## config.mk

```make
export PLATFORM = sky130hd
export DESIGN_NAME = dc_extent_mgr
export DESIGN_NICKNAME = d
export VERILOG_FILES = /design/src/rtl/dc_extent_pkg.sv /design/src/rtl/ext_match.sv /design/src/rtl/ext_alloc.sv /design/src/rtl/dc_extent_mgr.sv
export SDC_FILE = /design/constraint.sdc
export NUM_CORES = 2
export LEC_CHECK = 0
export ABC_AREA = 1
export CAP_MARGIN = 20
export CORE_ASPECT_RATIO = 2
export CORE_UTILIZATION = 60
export CTS_BUF_LIST = sky130_fd_sc_hd__clkbuf_2 sky130_fd_sc_hd__clkbuf_4 sky130_fd_sc_hd__clkbuf_8
export DETAILED_ROUTE_END_ITERATION = 7
export DONT_BUFFER_PORTS = 1
export GPL_ROUTABILITY_DRIVEN = 0
export PLACE_DENSITY = 0.76
export SLEW_MARGIN = 15
export SYNTH_ARGS = -nofsm -noshare
export SYNTH_HDL_FRONTEND = slang
export SYNTH_SLANG_ARGS = --single-unit
```

## constraint.sdc

```tcl
create_clock -name clk -period 27.9 [get_ports clk]
set_input_delay 1.395 -clock clk [delete_from_list [all_inputs] [get_ports clk]]
set_output_delay 1.395 -clock clk [all_outputs]
set_load 0.01 [all_outputs]
```

## src/rtl/dc_extent_pkg.sv

```systemverilog
package dc_extent_pkg;

    typedef enum logic [7:0] {
        ST_OK        = 8'h00,
        ST_BAD_INPUT = 8'h02,
        ST_BAD_ADDR  = 8'h08,
        ST_NO_ROOM   = 8'h0B,
        ST_BAD_LIST  = 8'h1E
    } status_e;

    typedef enum logic [1:0] {
        K_ADD,
        K_REL,
        K_BAD
    } kind_e;

    typedef enum logic [1:0] {
        S_IDLE,
        S_RUN,
        S_FIN
    } state_e;

    localparam logic [15:0] OPC_ADD = 16'h4802;
    localparam logic [15:0] OPC_REL = 16'h4803;

    function automatic kind_e decode_op(input logic [15:0] op);
        if (op == OPC_ADD)      return K_ADD;
        else if (op == OPC_REL) return K_REL;
        else                    return K_BAD;
    endfunction

endpackage

```

## src/rtl/ext_match.sv

```systemverilog
module ext_match #(
    parameter int SLOTS = 8,
    parameter int AW    = 16
) (
    input  logic [SLOTS-1:0]         slot_v,
    input  logic [SLOTS-1:0][AW-1:0] slot_s,
    input  logic [SLOTS-1:0][AW-1:0] slot_l,
    input  logic [AW-1:0]            q_start,
    input  logic [AW-1:0]            q_len,
    output logic [SLOTS-1:0]         overlap,
    output logic [SLOTS-1:0]         contain
);
    logic [AW:0] q_lo;
    logic [AW:0] q_hi;

    assign q_lo = {1'b0, q_start};
    assign q_hi = {1'b0, q_start} + {1'b0, q_len};

    for (genvar k = 0; k < SLOTS; k++) begin : g_cmp
        logic [AW:0] e_lo;
        logic [AW:0] e_hi;
        assign e_lo = {1'b0, slot_s[k]};
        assign e_hi = {1'b0, slot_s[k]} + {1'b0, slot_l[k]};
        assign overlap[k] = slot_v[k] && (q_lo < e_hi) && (q_hi > e_lo);
        assign contain[k] = slot_v[k] && (q_lo >= e_lo) && (q_hi <= e_hi);
    end

endmodule

```

## src/rtl/ext_alloc.sv

```systemverilog
module ext_alloc #(
    parameter int SLOTS = 8,
    parameter int IW    = 3
) (
    input  logic [SLOTS-1:0] slot_v,
    output logic             found,
    output logic [IW-1:0]    idx
);
    always_comb begin
        found = 1'b0;
        idx   = '0;
        for (int k = SLOTS - 1; k >= 0; k--) begin
            if (!slot_v[k]) begin
                found = 1'b1;
                idx   = IW'(k);
            end
        end
    end

endmodule

```

## src/rtl/dc_extent_mgr.sv

```systemverilog
module dc_extent_mgr
    import dc_extent_pkg::*;
#(
    parameter int AW     = 16,
    parameter int SLOTS  = 8,
    parameter int LIST_W = 32,
    parameter int OP_W   = 16,
    localparam int CW    = $clog2(SLOTS + 1)
) (
    input  logic              clk,
    input  logic              rst,
    input  logic              cmd_valid,
    input  logic [OP_W-1:0]   cmd_opcode,
    input  logic [LIST_W-1:0] cmd_count,
    input  logic              ent_valid,
    input  logic [AW-1:0]     ent_start,
    input  logic [AW-1:0]     ent_len,
    output logic              busy,
    output logic              done,
    output logic [7:0]        status,
    output logic [CW-1:0]     extent_count
);
    localparam int IW = (SLOTS > 1) ? $clog2(SLOTS) : 1;
    localparam logic [CW-1:0] FULL = CW'(SLOTS);

    state_e state;
    kind_e  kind;
    logic [LIST_W-1:0] remain;
    logic              err;
    status_e           status_q;
    logic [CW-1:0]     cnt_q;

    logic [SLOTS-1:0]         tab_v;
    logic [SLOTS-1:0][AW-1:0] tab_s;
    logic [SLOTS-1:0][AW-1:0] tab_l;

    logic [SLOTS-1:0] ovl, con;
    logic             free_ok;
    logic [IW-1:0]    free_idx;

    ext_match #(.SLOTS(SLOTS), .AW(AW)) i_match (
        .slot_v (tab_v),
        .slot_s (tab_s),
        .slot_l (tab_l),
        .q_start(ent_start),
        .q_len  (ent_len),
        .overlap(ovl),
        .contain(con)
    );

    ext_alloc #(.SLOTS(SLOTS), .IW(IW)) i_alloc (
        .slot_v(tab_v),
        .found (free_ok),
        .idx   (free_idx)
    );

    // Index of the stored extent that wholly holds the entry
    logic [IW-1:0] con_idx;
    always_comb begin
        con_idx = '0;
        for (int k = 0; k < SLOTS; k++) begin
            if (con[k]) con_idx = IW'(k);
        end
    end

    logic [AW-1:0] hit_s;
    logic [AW:0]   hit_end, q_end, tail_w;
    logic [AW-1:0] head, tail;

    assign hit_s   = tab_s[con_idx];
    assign hit_end = {1'b0, hit_s} + {1'b0, tab_l[con_idx]};
    assign q_end   = {1'b0, ent_start} + {1'b0, ent_len};
    assign head    = ent_start - hit_s;
    assign tail_w  = hit_end - q_end;
    assign tail    = tail_w[AW-1:0];

    // Per-entry decision
    status_e       res;
    logic          wa_en, wa_v, wb_en, cnt_up, cnt_dn;
    logic [AW-1:0] wa_s, wa_l, wb_s, wb_l;

    always_comb begin
        res    = ST_OK;
        wa_en  = 1'b0;
        wa_v   = 1'b0;
        wa_s   = '0;
        wa_l   = '0;
        wb_en  = 1'b0;
        wb_s   = '0;
        wb_l   = '0;
        cnt_up = 1'b0;
        cnt_dn = 1'b0;
        unique case (kind)
            K_ADD: begin
                if (|ovl) begin
                    res = ST_BAD_ADDR;
                end else if (!free_ok) begin
                    res = ST_NO_ROOM;
                end else begin
                    wb_en  = 1'b1;
                    wb_s   = ent_start;
                    wb_l   = ent_len;
                    cnt_up = 1'b1;
                end
            end
            K_REL: begin
                if (|con) begin
                    if (head != '0 && tail != '0) begin
                        if (!free_ok) begin
                            res = ST_NO_ROOM;
                        end else begin
                            wa_en  = 1'b1;
                            wa_v   = 1'b1;
                            wa_s   = hit_s;
                            wa_l   = head;
                            wb_en  = 1'b1;
                            wb_s   = q_end[AW-1:0];
                            wb_l   = tail;
                            cnt_up = 1'b1;
                        end
                    end else if (head != '0) begin
                        wa_en = 1'b1;
                        wa_v  = 1'b1;
                        wa_s  = hit_s;
                        wa_l  = head;
                    end else if (tail != '0) begin
                        wa_en = 1'b1;
                        wa_v  = 1'b1;
                        wa_s  = q_end[AW-1:0];
                        wa_l  = tail;
                    end else begin
                        wa_en  = 1'b1;
                        wa_v   = 1'b0;
                        cnt_dn = 1'b1;
                    end
                end else if (|ovl) begin
                    res = ST_BAD_LIST;
                end else begin
                    res = ST_BAD_ADDR;
                end
            end
            default: res = ST_BAD_INPUT;
        endcase
    end

    logic take, apply;
    assign take  = (state == S_RUN) && ent_valid;
    assign apply = take && !err;

    always_ff @(posedge clk) begin
        if (rst) begin
            state    <= S_IDLE;
            kind     <= K_BAD;
            remain   <= '0;
            err      <= 1'b0;
            status_q <= ST_OK;
            cnt_q    <= '0;
            tab_v    <= '0;
            tab_s    <= '0;
            tab_l    <= '0;
        end else begin
            unique case (state)
                S_IDLE: begin
                    if (cmd_valid) begin
                        kind   <= decode_op(16'(cmd_opcode));
                        remain <= cmd_count;
                        if (cmd_count == '0) begin
                            status_q <= (decode_op(16'(cmd_opcode)) == K_ADD) ? ST_OK : ST_BAD_INPUT;
                            state    <= S_FIN;
                        end else if (decode_op(16'(cmd_opcode)) == K_BAD) begin
                            status_q <= ST_BAD_INPUT;
                            err      <= 1'b1;
                            state    <= S_RUN;
                        end else begin
                            status_q <= ST_OK;
                            err      <= 1'b0;
                            state    <= S_RUN;
                        end
                    end
                end
                S_RUN: begin
                    if (take) begin
                        remain <= remain - 1'b1;
                        if (remain == LIST_W'(1)) state <= S_FIN;
                    end
                    if (apply) begin
                        if (wa_en) begin
                            tab_v[con_idx] <= wa_v;
                            tab_s[con_idx] <= wa_s;
                            tab_l[con_idx] <= wa_l;
                        end
                        if (wb_en) begin
                            tab_v[free_idx] <= 1'b1;
                            tab_s[free_idx] <= wb_s;
                            tab_l[free_idx] <= wb_l;
                        end
                        if (cnt_up)      cnt_q <= cnt_q + 1'b1;
                        else if (cnt_dn) cnt_q <= cnt_q - 1'b1;
                        if (res != ST_OK) begin
                            err      <= 1'b1;
                            status_q <= res;
                        end
                    end
                end
                default: begin
                    err   <= 1'b0;
                    state <= S_IDLE;
                end
            endcase
        end
    end

    assign busy         = (state != S_IDLE);
    assign done         = (state == S_FIN);
    assign status       = status_q;
    assign extent_count = cnt_q;

    // count tracks occupied slots and never exceeds the table
    p_count_matches_r5: assert property (@(posedge clk) disable iff (rst)
        ($countones(tab_v) == int'(cnt_q)) && (cnt_q <= FULL));

    // a stored extent set never holds an entry in two places
    p_single_home_r6: assert property (@(posedge clk) disable iff (rst)
        take |-> $onehot0(con));

    // the allocator only ever hands out an unused slot
    p_free_slot_r9: assert property (@(posedge clk) disable iff (rst)
        (take && free_ok) |-> !tab_v[free_idx]);

    // once an error is latched, the rest of the list changes nothing
    p_err_freezes_r10: assert property (@(posedge clk) disable iff (rst)
        (state == S_RUN && err) |=> ($stable(tab_v) && $stable(cnt_q)));

    // the count moves only when an entry was taken
    p_count_moves_r10: assert property (@(posedge clk) disable iff (rst)
        (!take) |=> $stable(cnt_q));

    // done is a single-cycle pulse followed by idle
    p_done_pulse_r11: assert property (@(posedge clk) disable iff (rst)
        done |=> (!done && !busy));

endmodule

```

==> impl_metrics.ini, run 1 <==
[yosys]
yosysMostFrequentCell = nand2_1
synth_cell_types = 62
synthTopCellsByArea = ha_1 (21%), dfxtp_1 (15%), nand2_1 (14%)
synth-seq-cells = 309
syn-cell-area_um2 = 40800
netlist_top_cells_count = nand2_1 (1569), ha_1 (680), a21oi_1 (660)
synthCells = 6401
synth-async-reset-ratio_pct = 0
synth-edff-count = 0
synth_flop_cell = dfxtp_1
synth-warning-count = 0
synth.largest_area_cell = ha_1
syn_avg_cell_area_um2 = 6.37
seq_area_frac_synth_pct = 15.2
yosysTopAreaCellShare_pct = 20.9

[run_status]
failing_step = global routing (5_1_grt)
firstError = [ERROR GRT-0116] Global routing finished with congestion. Check the congestion regions in the DRC Viewer.
outcome = stopped before the end

[placed_design]
placedInstanceArea_um2 = 41300
dp.cells = 7092
io_buffers = 0
dpl.hpwl_um = 139000

[die]
die_x_um = 186
rows = 134
die_h_um = 371
pin_count = 98
start_util_pct = 60.9

[grt]
grt_overflow = 1
first_global_vias = 46100
grt_pass1_wl_um = 307000
grt_max_degree = 204
grt_usage_pct = 60.6

[clocking]
ctsHtreeMaxLevel = 2
cts_buffers = 53
postCtsHoldBufs = 0
clk_path_buf_depth = 3
postCtsSetupBuffers = 0
cts-resized-gates = 0
root_buffer = clkbuf_8
cts.sinks = 309
logic make-up after synthesis:
| family | Yosys count | synth area share [%] |
|---|---|---|
| simple gates | 2920 | 31.1 |
| compound gates | 1360 | 18.9 |
| buf+inv | 945 | 9.23 |
| fa+ha+maj | 706 | 22.2 |
| flops | 309 | 15.2 |
| xor+xnor | 160 | 3.44 |
| other cells | 1 | 0.00920 |
layer usage:
metal,GRT overflow,track usage [%]
met5,0,2.04
met4,0,61.6
met1,0,64.3
met3,0,32.0
met2,1,82.5
stage by stage:
step                hold slack (ps)  utilization (%)  setup slack [ps]
detailed placement              474             61.8             13540
CTS                             488             63.7             14240
global placement                465             61.8             13360
floorplan                       439                -             17160
==> inputs of run 2 (changes only) <==
--- a/config.mk
+++ b/config.mk
@@ -7,13 +7,11 @@
 export LEC_CHECK = 0
 export ABC_AREA = 1
 export CAP_MARGIN = 20
-export CORE_ASPECT_RATIO = 2
-export CORE_UTILIZATION = 60
-export CTS_BUF_LIST = sky130_fd_sc_hd__clkbuf_2 sky130_fd_sc_hd__clkbuf_4 sky130_fd_sc_hd__clkbuf_8
+export CORE_UTILIZATION = 40
 export DETAILED_ROUTE_END_ITERATION = 7
 export DONT_BUFFER_PORTS = 1
 export GPL_ROUTABILITY_DRIVEN = 0
-export PLACE_DENSITY = 0.76
+export PLACE_DENSITY_LB_ADDON = 0.15
 export SLEW_MARGIN = 15
 export SYNTH_ARGS = -nofsm -noshare
 export SYNTH_HDL_FRONTEND = slang
==> run 2 against run 1 <==
  * The run now ends clean
  * Synthesized cell count is the same
  * Synthesized area unchanged
==> impl_metrics.ini, run 2 <==
[yosys]
netlist_top_cells_count = nand2_1 (1569), ha_1 (680), a21oi_1 (660)
synth-warning-count = 0
syn_avg_cell_area_um2 = 6.37
synthAdderAreaFrac_pct = 22.2
synthMuxAreaShare_pct = 0
synth-seq-cells = 309
seq_area_frac_synth_pct = 15.2
synth_top_family_by_area = simple AND/OR/NAND/NOR gates
yosys.area_share.simple_pct = 31.1
synth-async-reset-ratio_pct = 0
synth.largest_area_cell = ha_1
synth_flop_cell = dfxtp_1
synthCells = 6401
synthTopCellsByArea = ha_1 (21%), dfxtp_1 (15%), nand2_1 (14%)
synth_compound_area_share_pct = 18.9
synth_cell_types = 62
syn-cell-area_um2 = 40800
yosysMostFrequentCell = nand2_1
yosysTopAreaCellShare_pct = 20.9
synthXorXnorAreaFrac_pct = 3.44
synth-edff-count = 0

[grt]
first_global_vias = 43300
grt_usage_pct = 41.6
grt_overflow = 0
antenna_found_initial = 22
grt_pass1_wl_um = 309000
grt_max_degree = 202

[clocking]
root_buffer = clkbuf_16
cts-resized-gates = 0
ctsHtreeMaxLevel = 2
clock_latency_ps = 610
postCtsHoldBufs = 0
cts_buffers = 43
postCtsSetupBuffers = 0
path_clk_slew_ps = 60
clk_path_buf_depth = 3
cts.sinks = 309
cts_tree = yes

[die]
die_x_um = 321
die_h_um = 321
pin_count = 98
rows = 116
coreArea_um2 = 101000
die_area_um2 = 103000
start_util_pct = 40.5

[finish]
largest_registers = tab_l x128, tab_s x128, remain x32
drive_gt1_share_pct = 4.71
synthToLayoutAreaGrowth_pct = 6.56
final_common_cell = nand2_1
final_cell_mix = nand2_1 (1569), ha_1 (680), a21oi_1 (660)
utilization_pct = 43.2
fin_nets = 7041

[timing]
drv_slew = 0
finalSetupViolations = 0
fmax_ghz = 0.0652
clock_skew_ps = 32.1
max_slew.worst_pin.slew_ps = 1290
period_needed_ps = 15330
hold_viol = 0
worst_slew_margin_rel_pct = 13.9
setup_tns_ps = 0
rsz0062_at_grt = false
period_share_pct = 54.9

[route]
drcViolationCount = 0
drt_iter0_drc = 7071
vias_per_cell = 6.27
wl_per_cell_um = 28.9
ant_nets = 0
route.vias.total = 48000
drtPass1Iterations = 7
routed_wl_um = 222000

[worst_setup_path]
critPathLaunchType = input pin
worst_ep_arrival_time_ps = 15830
required_ps = 28400
cp_slowest_stage_delay_ps = 910
crit_path_max_fanout = 51
cpMaxStageDelayCell = a2111oi_0
critical_path_class = input pin to flop
crit_path_end_kind = flop

[placed_design]
dpl.hpwl_um = 160000
io_buffers = 0

[worst_hold_path]
hold_class = flop to flop

[power]
ir_drop_mv = 0.0420
p_leak_nw = 19.9
powerDensity_nw_per_um2 = 53.3

[run_status]
outcome = finished, final reports clean

[run]
max_cap_violations = 0
==> run 2: cell counts after synthesis <==
Identical to the previous run, type by type.
==> run 2: worst max-delay path, delay by kind of cell <==
kind	cells	cell delay, ps
fa+ha+maj	4	1640
xor+xnor	2	940
simple gates	24	4330
compound gates	19	4190
buf+inv	10	3080
==> run 2: cell families (layout without fill, tap and decap cells) <==
group	count (synthesis)	in the layout
simple gates	2920	2920
compound gates	1360	1360
buf+inv	945	825
fa+ha+maj	706	706
flops	309	309
xor+xnor	160	160
other cells	1	26
==> run 2: area by class of cell <==
| cell class | instances | area (um2) |
|---|---|---|
| fillers | 10800 | 57200 |
| multi-input cells | 5149 | 30900 |
| flip-flops and latches | 309 | 6190 |
| inverters | 669 | 2520 |
| well taps | 1357 | 1700 |
| clock buffers | 64 | 1300 |
| repair buffers | 79 | 609 |
| clock inverters | 13 | 140 |
| diodes | 23 | 57.6 |
==> run 2: final timing paths <==
check	startpoint	to	slack, ps	cells after the start
hold / removal	remain[9]$_SDFFE_PP0P_	remain[9]$_SDFFE_PP0P_	490	2
hold reg to reg	remain[9]$_SDFFE_PP0P_	remain[9]$_SDFFE_PP0P_	490	2
setup reg to reg	tab_s[112]$_SDFFE_PP0P_	tab_s[95]$_SDFFE_PP0P_	13470	59
setup / recovery	ent_start[2]	tab_s[95]$_SDFFE_PP0P_	12570	59
==> run 2: layer usage <==
metal / share of wire, % / track usage (%)
met1: 37 / 51.1
met2: 39 / 58.4
met3: 15 / 15.6
met4: 8.6 / 31.4
met5: 0.21 / 1.09
==> run 2: power breakdown <==
| group | switching (mW) | total (mW) | internal [mW] |
|---|---|---|---|
| sequential | 0.0520 | 0.517 | 0.464 |
| clock | 0.248 | 0.596 | 0.347 |
| combinational | 0.848 | 1.20 | 0.353 |
| total | 1.15 | 2.31 | 1.17 |
==> run 2: metrics by stage <==
stage / power [mW] / cells / hold WS (ps) / area, um2 / worst slack (ps)
2_1_floorplan: 1.22 / 6403 / 439 / 40800 / 17160
3_3_place_gp: 1.64 / 7562 / 469 / 41900 / 13020
3_5_place_dp: 1.65 / 7562 / 474 / 41900 / 12740
4_1_cts: 2.24 / 7639 / 482 / 43300 / 13350
5_1_grt: 2.40 / 7642 / 495 / 43400 / 12090
6_report: 2.31 / 7663 / 488 / 43400 / 12570
(Power assumes the default switching activity.)
